`config.mk`:
```
export PLATFORM = sky130hd
export DESIGN_NAME = ramp_chk_top
export DESIGN_NICKNAME = d
export VERILOG_FILES = /design/src/rtl/ramp_chk_pkg.sv /design/src/rtl/err_tally.sv /design/src/rtl/ramp_lane.sv /design/src/rtl/ramp_chk_top.sv
export SDC_FILE = /design/constraint.sdc
export NUM_CORES = 1
export LEC_CHECK = 0
export ABC_AREA = 1
export BUFFER_PORTS_ARGS = -buffer_cell sky130_fd_sc_hd__buf_2
export CORE_MARGIN = 1
export CORE_UTILIZATION = 55
export CTS_BUF_LIST = sky130_fd_sc_hd__clkbuf_2
export DETAILED_ROUTE_END_ITERATION = 6
export PLACE_DENSITY = 0.77
export SYNTH_ARGS = -nofsm -noshare
export SYNTH_HDL_FRONTEND = slang
export SYNTH_SLANG_ARGS = --single-unit
```
`constraint.sdc`:
```
create_clock -name clk -period 5 [get_ports clk]
set_input_delay 0.25 -clock clk [delete_from_list [all_inputs] [get_ports clk]]
set_output_delay 0.25 -clock clk [all_outputs]
set_load 0.03 [all_outputs]
```
`src/rtl/ramp_chk_pkg.sv`:
```
package ramp_chk_pkg;
    typedef enum logic {
        ARMING   = 1'b0,
        TRACKING = 1'b1
    } lane_mode_e;
endpackage

```
`src/rtl/err_tally.sv`:
```
module err_tally #(
    parameter int ERR_W = 16
) (
    input  logic             clk,
    input  logic             rst_n,
    input  logic             clr,
    input  logic             bump,
    output logic [ERR_W-1:0] count
);
    localparam logic [ERR_W-1:0] TOP = {ERR_W{1'b1}};

    logic [ERR_W-1:0] cnt_d, cnt_q;

    always_comb begin
        cnt_d = cnt_q;
        if (clr)
            cnt_d = '0;
        else if (bump && cnt_q != TOP)
            cnt_d = cnt_q + 1'b1;
    end

    always_ff @(posedge clk or negedge rst_n) begin
        if (!rst_n) cnt_q <= '0;
        else        cnt_q <= cnt_d;
    end

    assign count = cnt_q;


    no_overflow_chk: assert property (@(posedge clk) disable iff (!rst_n)
        (!clr && cnt_q == TOP) |=> (count == TOP));


    single_step_chk: assert property (@(posedge clk) disable iff (!rst_n)
        (!clr && bump && cnt_q != TOP) |=> (count == $past(cnt_q) + 1'b1));
endmodule

```
`src/rtl/ramp_lane.sv`:
```
module ramp_lane
    import ramp_chk_pkg::*;
#(
    parameter int SMP_W = 14,
    parameter int ERR_W = 16
) (
    input  logic             clk,
    input  logic             rst_n,
    input  logic             enable,
    input  logic             smp_valid,
    input  logic [SMP_W-1:0] smp,
    output logic             locked,
    output logic [ERR_W-1:0] errs
);
    typedef struct packed {
        lane_mode_e       mode;
        logic [SMP_W-1:0] expect_v;
    } lane_st_t;

    lane_st_t st_d, st_q;
    logic     miss_d;

    always_comb begin
        st_d   = st_q;
        miss_d = 1'b0;
        if (!enable) begin
            st_d.mode     = ARMING;
            st_d.expect_v = '0;
        end else if (smp_valid) begin
            unique case (st_q.mode)
                ARMING: begin
                    if (smp == '0) begin
                        st_d.mode     = TRACKING;
                        st_d.expect_v = smp + 1'b1;
                    end
                end
                TRACKING: begin
                    miss_d        = (smp != st_q.expect_v);
                    st_d.expect_v = smp + 1'b1;
                end
                default: st_d = st_q;
            endcase
        end
    end

    always_ff @(posedge clk or negedge rst_n) begin
        if (!rst_n) begin
            st_q.mode     <= ARMING;
            st_q.expect_v <= '0;
        end else begin
            st_q <= st_d;
        end
    end

    err_tally #(.ERR_W(ERR_W)) u_tally (
        .clk   (clk),
        .rst_n (rst_n),
        .clr   (!enable),
        .bump  (miss_d),
        .count (errs)
    );

    assign locked = (st_q.mode == TRACKING);


    disarm_clears_chk: assert property (@(posedge clk) disable iff (!rst_n)
        !enable |=> (!locked && errs == '0));


    lock_on_zero_chk: assert property (@(posedge clk) disable iff (!rst_n)
        $rose(locked) |-> $past(smp_valid && smp == '0 && enable));


    idle_hold_chk: assert property (@(posedge clk) disable iff (!rst_n)
        (enable && !smp_valid) |=> ($stable(locked) && $stable(errs)));


    tally_monotone_chk: assert property (@(posedge clk) disable iff (!rst_n)
        enable |=> (errs >= $past(errs)));
endmodule

```
`src/rtl/ramp_chk_top.sv`:
```
module ramp_chk_top #(
    parameter int SMP_W = 14,
    parameter int ERR_W = 16
) (
    input  logic             clk,
    input  logic             rst_n,
    input  logic             enable,
    input  logic             smp_valid,
    input  logic [SMP_W-1:0] smp_i,
    input  logic [SMP_W-1:0] smp_q,
    output logic             lock_i,
    output logic             lock_q,
    output logic [ERR_W-1:0] errs_i,
    output logic [ERR_W-1:0] errs_q
);
    localparam int LANES = 2;

    logic [SMP_W-1:0] lane_smp  [LANES];
    logic             lane_lock [LANES];
    logic [ERR_W-1:0] lane_errs [LANES];

    assign lane_smp[0] = smp_i;
    assign lane_smp[1] = smp_q;

    for (genvar g = 0; g < LANES; g++) begin : g_lane
        ramp_lane #(.SMP_W(SMP_W), .ERR_W(ERR_W)) u_lane (
            .clk       (clk),
            .rst_n     (rst_n),
            .enable    (enable),
            .smp_valid (smp_valid),
            .smp       (lane_smp[g]),
            .locked    (lane_lock[g]),
            .errs      (lane_errs[g])
        );
    end

    assign lock_i = lane_lock[0];
    assign lock_q = lane_lock[1];
    assign errs_i = lane_errs[0];
    assign errs_q = lane_errs[1];


    reset_idle_chk: assert property (@(posedge clk)
        !rst_n |=> (!lock_i && !lock_q && errs_i == '0 && errs_q == '0));
endmodule

```
* Word level (Yosys, flattened, before mapping)
Index checks and enable logic that the tools add are counted.
** Word-level totals
- Flip-flop bits (word level) :: 62
** Operators by class
- Eq/ne operators :: 9
- Multiplexer cells :: 20
- Bitwise operators :: 2
- Add/subtract/negate cells :: 4
- Reduce and logical (&&, ||, !) cells :: 6
** Operators with widths (number)
- two-way mux 15 bit :: 6
- two-way mux 16 bit :: 4
- one-hot mux 14 bit (2 select lines) :: 2
- adder 16 x 1 -> 16 bit (second input constant) :: 2
- inequality test 16 bit (second input constant) :: 2
- adder 14 x 1 -> 14 bit (second input constant) :: 2
- logical NOT 14 bit :: 2
- inequality test 14 bit :: 2
- two-way mux 1 bit :: 8
- inequality test 2 x 1 -> 1 bit (second input constant) :: 3
- inequality test 3 x 2 -> 1 bit (second input constant) :: 2
- AND reduction 2 bit :: 2
- logical AND 1 bit :: 2
- NOT 1 bit :: 2

* Longest topological paths before layout
Gate-level depths: netlist of run 1.
- Depth in word-level cells :: 7
- Depth in mapped cells :: 12

* Modules after synthesis
From an unflattened synthesis of run 1, not the netlist that was laid out.
** Unflattened totals
- Cell total of the unflattened synthesis :: 662
- Area, all modules :: 4601.9 um^2
** Modules (own cells, without submodules)
- ramp_lane :: instances 2, area each 1263.7 um^2, cells an instance 187, seq. area each 375.4 um^2
- err_tally :: instances 2, area each 1037.2 um^2, cells an instance 144, seq. area each 400.4 um^2

* Least setup slack after synthesis of run 1
Ideal clock, no wire load.
- Path type :: flip-flop to flip-flop
- Start point :: reg g_lane[0].u_lane.u_tally.cnt_q[0]
- End point :: reg g_lane[0].u_lane.u_tally.cnt_q[9]
- Required time :: 4882 ps
- Slack :: 3189 ps
- Stages on the path, launching flop included :: 12
- Period minus slack after synthesis :: 1811 ps
- Data arrival time :: 1693 ps
- Buffers on the path :: 1
- Path through :: dfrtp_1 -> ha_1 -> nand3_2 -> nor2_2 -> inv_2 -> nor2_4 -> nand3b_2 -> nand3_4 -> nand2_4 -> buf_6 -> nand2_1 -> nand2_1
** On the way
- Word-level cells in the longest chain between the ends :: 3
- Elaborated cells on any way between the ends :: 6
- Those cells by class :: add/sub: 1; eq/ne: 2; mux: 2; reduce/logical: 1
** RTL lines
- start: declaration :: RTL line err_tally.sv:12 : logic [ERR_W-1:0] cnt_d, cnt_q;
- start signal: assignment :: RTL line err_tally.sv:24 : else cnt_q <= cnt_d;
- adder 16 x 1 -> 16 bit or inequality test 16 bit (tied branches) :: RTL line err_tally.sv:19, err_tally.sv:18
- two-way mux 16 bit or logical AND 1 bit (tied branches) :: RTL line err_tally.sv:18 : else if (bump && cnt_q != TOP)
- two-way mux 16 bit or inequality test 2 x 1 -> 1 bit (tied branches)
Several ways; a longest one is shown, not always the timed one. The select of a mux whose other input is x is not followed.
A chain may end at the register's enable or synchronous reset.

* Worst setup path after layout of run 1
- Start point :: in enable
- End point :: reg g_lane[1].u_lane.st_q[13] (netlist name)
** On the way
- Word-level cells in the longest chain between the ends :: 2
- Elaborated cells on any way between the ends :: 4
- Those cells by class :: eq/ne: 2; mux: 1; reduce/logical: 1
** RTL lines
- start: declaration :: RTL line ramp_chk_top.sv:7 : input logic enable,
- inequality test 3 x 2 -> 1 bit (no line) or inequality test 2 x 1 -> 1 bit (tied branches)
- AND reduction 2 bit (no line)
- end signal: assignment :: RTL line ramp_lane.sv:51 : st_q <= st_d;
- end: declaration :: RTL line ramp_lane.sv:20 : lane_st_t st_d, st_q;
Several ways; a longest one is shown, not always the timed one.

==> results of run 1 <==
## layout make-up
cell class	count	area (µm²)
clock buffers	12	60.1
clock inverters	4	47.5
fillers	728	2800
inverters	82	308
multi-input cells	502	2430
flip-flops and latches	62	1550
well taps	102	128
repair buffers	69	363
## timing repair
item | in CTS | in global routing
setup buffers | 0 | 0
hold endpoints to repair | 64 | 0
hold buffers | 3 | 0
## through the flow
step                power (mW)  utilization  instance area (µm²)  setup slack (ps)  cells
CTS                      0.973        0.636                 4890              2640    833
finish                   0.963        0.636                 4890              2580    833
floorplan                0.607            -                 4370              3190    660
detailed placement       0.661        0.618                 4750              2100    814
global route              1.01        0.636                 4890              2320    833
global placement         0.657        0.618                 4750              2180    814
## per-layer routing
layer  vias to the layer above  wire length (µm)  track usage
met4                         0               184        0.111
li1                       2196                 -            -
met3                        15               401       0.0335
met1                      1979              4700        0.333
met5                         -                 0            0
met2                        95              4810        0.443
## power breakdown
part	leakage, nW	internal [mW]	switching (mW)
sequential	0.862	0.508	0.00987
combinational	1.64	0.0422	0.0933
clock	0.0719	0.120	0.190
total	2.58	0.670	0.293
## flip-flops by register name (all words and copies together), names as in the netlist
| name | count |
|---|---|
| g_lane.u_lane.u_tally.count | 32 |
| g_lane.u_lane.st_q | 28 |
| g_lane.u_lane.locked | 2 |
## path summary, 6_finish.rpt
path / from / to / slack, ps / cells after the start
max: enable / g_lane[1].u_lane.st_q[13]$_DFFE_PN0P_ / 2580 / 5
min: smp_i[2] / g_lane[0].u_lane.st_q[2]$_DFFE_PN0P_ / 80 / 3
max reg2reg: g_lane[1].u_lane.u_tally.count[0]$_DFFE_PN0P_ / g_lane[1].u_lane.u_tally.count[0]$_DFFE_PN0P_ / 2980 / 8
min reg2reg: g_lane[1].u_lane.st_q[0]$_DFFE_PN0P_ / g_lane[1].u_lane.st_q[0]$_DFFE_PN0P_ / 530 / 2
max in group asynchronous: rst_n / g_lane[1].u_lane.st_q[5]$_DFFE_PN0P_ / 4040 / 3
min in group asynchronous: rst_n / g_lane[0].u_lane.st_q[5]$_DFFE_PN0P_ / 420 / 3
## cells by family (layout without fill, tap and decap cells)
| group | count (synthesis) | in the layout | synth area share |
|---|---|---|---|
| AO/OA/AOI/OAI | 34 | 34 | 0.0418 |
| AND/OR/NAND/NOR | 421 | 421 | 0.415 |
| adder cells (fa/ha/maj) | 6 | 6 | 0.0172 |
| buffers and inverters | 96 | 167 | 0.0893 |
| flip-flops | 62 | 62 | 0.355 |
| XOR/XNOR | 41 | 41 | 0.0821 |
## cells in the final DEF (no fill, tap or decap), drive strengths merged
| cell type | Yosys | layout |
|---|---|---|
| nand4 | 12 | 12 |
| a21oi | 5 | 5 |
| clkinvlp | 0 | 1 |
| nand2 | 241 | 241 |
| dfrtp | 62 | 62 |
| nor3 | 17 | 17 |
| o21bai | 1 | 1 |
| o21ai | 21 | 21 |
| xnor2 | 11 | 11 |
| nand3b | 1 | 1 |
| clkbuf | 5 | 12 |
| bufinv | 0 | 1 |
| ha | 6 | 6 |
| clkinv | 0 | 2 |
| dlygate4sd3 | 0 | 3 |
| xor2 | 30 | 30 |
| nor2 | 81 | 81 |
| o22ai | 6 | 6 |
| nand3 | 69 | 69 |
| buf | 9 | 66 |
| a211oi | 1 | 1 |
| inv | 82 | 82 |
## worst max-delay path: stages
cell and delay, ps:
buf_2 690, inv_1 710, nor2_1 910, nand2_1 120
o21ai_0 110
==> reports/metrics.yaml, run 1 <==
status: "complete, no violations"
hpwl_um: 7220
port_buffers: 65
synth_flop_cell: "dfrtp_1"
rsz0062_at_grt: "false"
synth_cell_types: 30
wl_per_cell_um: 12.1
gp_congestion: 0.922
synth_edf_count: 0
row_count: 32
initial_core_util: 0.569
power_density_mw_per_mm2: 197
cts_num_sinks: 62
cts-buffers-inserted: 9
cp.arrival_ps: 2820
final.setup.tns_ps: 0
firstDrtPassIters: 4
period_share: 0.483
whs_ps: 76.0
ctsResizeCount: 0
ir_drop_mv: 0.124
avgSynthCellArea_um2: 6.62
drtIter0Drc: 164
die-area_mm2: 0.00831
synth_most_common_cell: "nand2_1"
coreArea_mm2: 0.00769
syn_inst: 660
finalCriticalPeriod_ps: 2420
grt_max_degree: 63
hold_viol: 0
endpoint_kind: "register"
slew_viol_final: 0
setup_viol: 0
synth_top_area_frac: 0.355
postRouteAntennaNets: 0
cts_buffer_depth: 2
leakage_nw: 2.58
synth_area_mm2: 0.00437
synth_commonest_cells: "nand2_1, inv_1, nor2_1"
tritoncts: "yes"
synth_largest_area_cell: "dfrtp_1"
totalWireLength_um: 10100
grt_pass1_wl_um: 17400
chipHeight_um: 91.2
vias_per_cell: 5.14
ys_seq_area_frac: 0.355
ios: 66
die_w_um: 91.2
drcViolationCount: 0
ys_async_sr_fraction: 1.00
nets: 764
yosysWarnings: 0
fin_worst_skew_ps: 28.1
max_freq_mhz: 414
insertion_delay_ps: 500
cp_max_fo: 46
slew_headroom: 0.360
synth_nets: 698
max_cap_violations: 0
grt-ovfl-total: 0
drive_above_1_share: 0.142
diodes: 0
cp-start-kind: "primary input"
areaGrowthSynthToFinish_pct: 11.8
worstMarginPinSlew_ps: 959
htree_levels: 3
worstPathRequired_ps: 5410
clk_pin_slew_ps: 190
path_class: "in -> reg"
synth_seq_cells: 62
via_count: 4285
min_path_type: "in -> reg"
grt_pass1_vias: 4001
ys_top_cells_by_area: "dfrtp_1, nand2_1, nand3_1"
antenna_found_initial: 0
cts.root.buffer_cell: "clkbuf_2"
grt_usage: 0.260
Power figures use the tool's default switching activity.
==> run 2: changes to the inputs <==
--- a/config.mk
+++ b/config.mk
@@ -5,13 +5,13 @@
 export SDC_FILE = /design/constraint.sdc
 export NUM_CORES = 1
 export LEC_CHECK = 0
-export ABC_AREA = 1
+export ABC_AREA = 0
 export BUFFER_PORTS_ARGS = -buffer_cell sky130_fd_sc_hd__buf_2
 export CORE_MARGIN = 1
 export CORE_UTILIZATION = 55
 export CTS_BUF_LIST = sky130_fd_sc_hd__clkbuf_2
 export DETAILED_ROUTE_END_ITERATION = 6
-export PLACE_DENSITY = 0.77
+export PLACE_DENSITY = 0.78
 export SYNTH_ARGS = -nofsm -noshare
 export SYNTH_HDL_FRONTEND = slang
 export SYNTH_SLANG_ARGS = --single-unit
==> constraint.sdc (replaced) <==
create_clock -name clk -period 2.5 [get_ports clk]
set_input_delay 0.125 -clock clk [delete_from_list [all_inputs] [get_ports clk]]
set_output_delay 0.125 -clock clk [all_outputs]
set_load 0.03 [all_outputs]
==> run 2 against run 1 <==
Clock skew rose by 16 ps. Non-clock buffer count grew 23. Area after synthesis fell by 8.0%.
==> reports/metrics.yaml, run 2 <==
synth_nets: 486
synth_mux_area_frac: 0.0423
post-place-cells: 584
synth_area_mm2: 0.00402
crit_slowest_cell: "dlygate4sd3_1"
final.setup.tns_ps: 0
largest_reg_flops: 32
gp_congestion: 0.939
final_cell_mix: "buf_2, dfrtp_1, xnor2_1"
fin_ws_ps: 261
chipHeight_um: 87.5
final_area_mm2: 0.00468
hold_viol: 0
max_freq_mhz: 447
cts_buffer_depth: 2
totalWireLength_um: 9330
max_cap_violations: 0
insertion_delay_ps: 500
synth_edf_count: 0
utilization: 0.674
fillers: 585
synthSimpleGateAreaFrac: 0.264
port_buffers: 65
cp.arrival_ps: 2670
firstDrtPassIters: 5
synth_top_area_frac: 0.386
path_class: "in -> reg"
ios: 66
synth_fa_ha_area_frac: 0.0187
path_cells: "dlygate4sd3_1 -> buf_2 -> inv_1 -> ha_1 -> nor4b_1 -> and4_1 -> or2_4 -> o21ai_0 -> a21oi_1 -> dlygate4sd3_1"
nets: 557
coreArea_mm2: 0.00694
die_w_um: 87.5
worstMarginPinSlew_ps: 714
cp_max_fo: 27
whs_ps: 51.3
yosysWarnings: 0
antenna_found_initial: 0
synth-compound-area-share: 0.119
synth-xor-area-share: 0.113
fin_worst_skew_ps: 43.6
cts.root.buffer_cell: "clkbuf_2"
worstPathRequired_ps: 2940
ys_top_cells_by_area: "dfrtp_1, xnor2_1, mux2i_1"
grt_pass1_vias: 3360
initial_core_util: 0.579
grt-ovfl-total: 0
tritoncts: "yes"
ys_async_sr_fraction: 1.00
synth_most_common_cell: "dfrtp_1"
min_path_type: "in -> reg"
cp_slowest_stage_delay_ps: 560
grt_max_degree: 34
via_count: 3625
synth_top_family_by_area: "simple AND/OR/NAND/NOR gates"
ys_seq_area_frac: 0.386
post_cts_buffers: 0
synth_seq_cells: 62
slew_headroom: 0.524
finalCriticalPeriod_ps: 2240
power_density_mw_per_mm2: 409
synth_flop_cell: "dfrtp_1"
drcViolationCount: 0
endpoint_kind: "register"
postRouteAntennaNets: 0
power_mw: 1.91
dpl_cell_area_mm2: 0.00435
clk_pin_slew_ps: 170
synth_commonest_cells: "dfrtp_1, xnor2_1, nand2_1, nor2_1, nand3_1"
syn_inst: 448
crit_path_frequent_cell: "dlygate4sd3_1"
drive_above_1_share: 0.193
slew_viol_final: 0
leakage_nw: 1.91
diodes: 0
final_common_cell: "buf_2"
status: "complete, no violations"
hpwl_um: 6530
instances_no_fill: 620
dpl_worst_slack_ps: 428
cts_num_sinks: 62
cts-buffers-inserted: 9
synth_largest_area_cell: "dfrtp_1"
setup_viol: 0
rsz0062_at_grt: "false"
htree_levels: 3
avgSynthCellArea_um2: 8.98
die-area_mm2: 0.00766
grt_pass1_wl_um: 15600
grt_usage: 0.262
areaGrowthSynthToFinish_pct: 16.4
vias_per_cell: 5.85
period_share: 0.896
cp-start-kind: "primary input"
synth_cell_types: 44
drtIter0Drc: 179
wl_per_cell_um: 15.0
row_count: 30
ir_drop_mv: 0.317
[run 2: cell types whose count changed after synthesis, sizes merged, moves of 17 or more]
| cell | before | now |
|---|---|---|
| inv | 82 | 11 |
| xor2 | 30 | 12 |
| a21oi | 5 | 27 |
| nand2 | 241 | 34 |
| mux2i | 0 | 17 |
| nand3 | 69 | 28 |
| xnor2 | 11 | 40 |
| nor2 | 81 | 35 |
[run 2: final timing paths]
| path | from | endpoint | slack, ps | depth (start not counted) |
|---|---|---|---|---|
| setup / recovery | smp_i[0] | g_lane[0].u_lane.st_q[11]$_DFFE_PN0P_ | 260 | 10 |
| hold / removal | smp_q[8] | g_lane[1].u_lane.st_q[8]$_DFFE_PN0P_ | 50 | 3 |
| setup reg to reg | g_lane[0].u_lane.u_tally.count[0]$_DFFE_PN0P_ | g_lane[0].u_lane.u_tally.count[14]$_DFFE_PN0P_ | 410 | 6 |
| hold reg to reg | g_lane[0].u_lane.locked$_DFFE_PN0P_ | g_lane[0].u_lane.locked$_DFFE_PN0P_ | 550 | 2 |
| max in group asynchronous | rst_n | g_lane[0].u_lane.st_q[12]$_DFFE_PN0P_ | 1650 | 3 |
| min in group asynchronous | rst_n | g_lane[1].u_lane.u_tally.count[4]$_DFFE_PN0P_ | 170 | 2 |
[run 2: timing repair]
item                                    4_1_cts  5_1_grt
endpoints found under the setup margin        0        1
resized for setup                             0        1
hold buffers                                 19        1
endpoints found under the hold margin        52        1
[run 2: layout make-up]
class | count | area [µm²] | share of cell area
clock inverters | 4 | 71.3 | 0.0152
repair buffers | 92 | 591 | 0.126
multi-input cells | 343 | 2250 | 0.480
well taps | 96 | 120 | 0.0257
flip-flops and latches | 62 | 1550 | 0.331
clock buffers | 12 | 60.1 | 0.0128
inverters | 11 | 41.3 | 0.00882
[run 2: kinds of logic after synthesis]
kind of cell / count (synthesis)
AO/OA/AOI/OAI: 75
XOR/XNOR: 52
adder cells (fa/ha/maj): 6
buffers and inverters: 43
flip-flops: 62
multiplexers: 17
AND/OR/NAND/NOR: 193
[run 2: worst max-delay path: cells and delay by family]
kind                     cells  cell delay, ps
AO/OA/AOI/OAI                2             270
adder cells (fa/ha/maj)      1             160
buffers and inverters        4            1320
AND/OR/NAND/NOR              3             800
[run 2: power by group]
part / leakage (nW) / internal, mW / switching [mW]
sequential: 0.867 / 1.00 / 0.0000290
clock: 0.0798 / 0.341 / 0.362
combinational: 0.960 / 0.0855 / 0.122
total: 1.91 / 1.43 / 0.484
[run 2: routing by layer]
metal,routed length (µm),share of wire,track usage,vias up
li1,-,-,-,1759
met1,4170,0.45,0.342,1747
met2,4650,0.50,0.439,110
met3,416,0.045,0.0569,9
met4,93,0.010,0.0730,0
met5,0,0,0,-
==> run 3: changes to the inputs <==
--- a/config.mk
+++ b/config.mk
@@ -8,10 +8,9 @@
 export ABC_AREA = 0
 export BUFFER_PORTS_ARGS = -buffer_cell sky130_fd_sc_hd__buf_2
 export CORE_MARGIN = 1
-export CORE_UTILIZATION = 55
+export CORE_UTILIZATION = 40
 export CTS_BUF_LIST = sky130_fd_sc_hd__clkbuf_2
 export DETAILED_ROUTE_END_ITERATION = 6
-export PLACE_DENSITY = 0.78
 export SYNTH_ARGS = -nofsm -noshare
 export SYNTH_HDL_FRONTEND = slang
 export SYNTH_SLANG_ARGS = --single-unit
==> run 3 against run 2 <==
Cell count increased by 5.6%. Critical path depth decreased by 4. Sequential share of layout area increased by 0.26 points. Clock skew decreased by 17 ps.
==> reports/metrics.yaml, run 3 (same netlist as run 2, synthesis figures left out) <==
status: "complete, no violations"
diodes: 0
areaGrowthSynthToFinish_pct: 15.5
max_cap_violations: 0
firstDrtPassIters: 4
leakage_nw: 1.87
totalWireLength_um: 9620
cp_max_fo: 18
via_count: 3584
fillers: 973
reg2reg_depth: 6
grt_pass1_vias: 3349
grt-ovfl-total: 0
cts-buffers-inserted: 9
gp_congestion: 0.856
clk_pin_slew_ps: 180
chipHeight_um: 102
cp.arrival_ps: 2500
min_path_cells: 3
wl_per_cell_um: 14.7
grt_max_degree: 46
drcViolationCount: 0
cp-start-kind: "register"
dpl_worst_slack_ps: 456
nets: 557
clockPowerShare: 0.282
drive_above_1_share: 0.188
instances_no_fill: 655
path_cells: "ha_1 -> nand4_1 -> or4_4 -> nand3_2 -> or4_1 -> a21oi_2"
die_w_um: 102
row_count: 36
rsz0062_at_grt: "false"
crit_slowest_cell: "or4_1"
setup_viol: 0
internal_power_mw: 1.20
post-place-cells: 622
min_path_type: "in -> reg"
final_common_cell: "buf_2"
hpwl_um: 6820
max_freq_mhz: 488
initial_core_util: 0.412
cts_num_sinks: 62
swShare: 0.287
worstMarginPinSlew_ps: 755
drtIter0Drc: 100
combPwrFrac: 0.122
path_class: "reg -> reg"
cp_slowest_stage_delay_ps: 580
endpoint_kind: "register"
hold_buffers: 19
antenna_found_initial: 0
largest_reg_flops: 32
vias_per_cell: 5.47
finalCriticalPeriod_ps: 2050
final.setup.tns_ps: 0
slew_viol_final: 0
die-area_mm2: 0.0105
multiInputGateArea_mm2: 0.00224
fin_worst_skew_ps: 27.0
fin_ws_ps: 451
ios: 66
post_cts_buffers: 0
insertion_delay_ps: 500
grt_pass1_wl_um: 15900
grt_usage: 0.195
tritoncts: "yes"
cts_buffer_depth: 2
utilization: 0.475
power_density_mw_per_mm2: 362
slew_headroom: 0.496
sequentialPowerShare: 0.596
ir_drop_mv: 0.154
worstPathRequired_ps: 2950
port_buffers: 65
hold_viol: 0
cts.root.buffer_cell: "clkbuf_2"
p_sw_mw: 0.483
ctsResizeCount: 0
postRouteAntennaNets: 0
coreArea_mm2: 0.00977
period_share: 0.820
seq_area_mm2: 0.00155
final_cell_mix: "buf_2, dfrtp_1, xnor2_1"
htree_levels: 3
run 3: worst max-delay path, delay by kind of cell, from the launching register on:
kind	cells	cell delay, ps
compound gates	1	150
flops	1	470
simple gates	4	1110
fa+ha+maj	1	270
run 3: worst paths after layout:
path | start | to | slack (ps)
worst max-delay path | g_lane[1].u_lane.u_tally.count[0]$_DFFE_PN0P_ | g_lane[1].u_lane.u_tally.count[4]$_DFFE_PN0P_ | 450
worst min-delay path | smp_i[8] | g_lane[0].u_lane.st_q[8]$_DFFE_PN0P_ | 40
worst max register to register | g_lane[1].u_lane.u_tally.count[0]$_DFFE_PN0P_ | g_lane[1].u_lane.u_tally.count[4]$_DFFE_PN0P_ | 450
worst min register to register | g_lane[0].u_lane.locked$_DFFE_PN0P_ | g_lane[0].u_lane.locked$_DFFE_PN0P_ | 550
max in group asynchronous | rst_n | g_lane[0].u_lane.st_q[9]$_DFFE_PN0P_ | 1630
min in group asynchronous | rst_n | g_lane[1].u_lane.u_tally.count[7]$_DFFE_PN0P_ | 130
run 3: stage by stage:
step / hold slack [ps] / instance area (µm²) / total power [mW]
floorplan: -171 / 4020 / 1.12
global placement: 146 / 4390 / 1.20
detailed placement: 154 / 4390 / 1.21
CTS: 7.78 / 4640 / 1.70
global route: 32.9 / 4640 / 1.76
finish: 36.7 / 4640 / 1.68
run 3: layout make-up:
cell class / count / area share
Clock buffer: 10 / 0.0108
Multi-Input combinational cell: 343 / 0.483
Sequential cell: 62 / 0.334
Clock inverter: 4 / 0.00350
Timing Repair Buffer: 92 / 0.124
Inverter: 11 / 0.00889
Tap cell: 133 / 0.0358
run 3: layer usage:
| layer | track usage | part of all wire | up-vias |
|---|---|---|---|
| met5 | 0 | 0 | - |
| met4 | 0.0703 | 0.014 | 0 |
| met3 | 0.0315 | 0.037 | 13 |
| met2 | 0.315 | 0.46 | 75 |
| met1 | 0.263 | 0.48 | 1737 |
| li1 | - | - | 1759 |
run 3: power by group through the flow:
| stage | combinational (mW) | clock (mW) | sequential [mW] |
|---|---|---|---|
| detailed placement | 0.185 | 0 | 1.02 |
| finish | 0.205 | 0.474 | 1.00 |
| CTS | 0.208 | 0.490 | 1.00 |
| global placement | 0.182 | 0 | 1.02 |
| floorplan | 0.102 | 0 | 1.02 |
| global route | 0.228 | 0.527 | 1.00 |
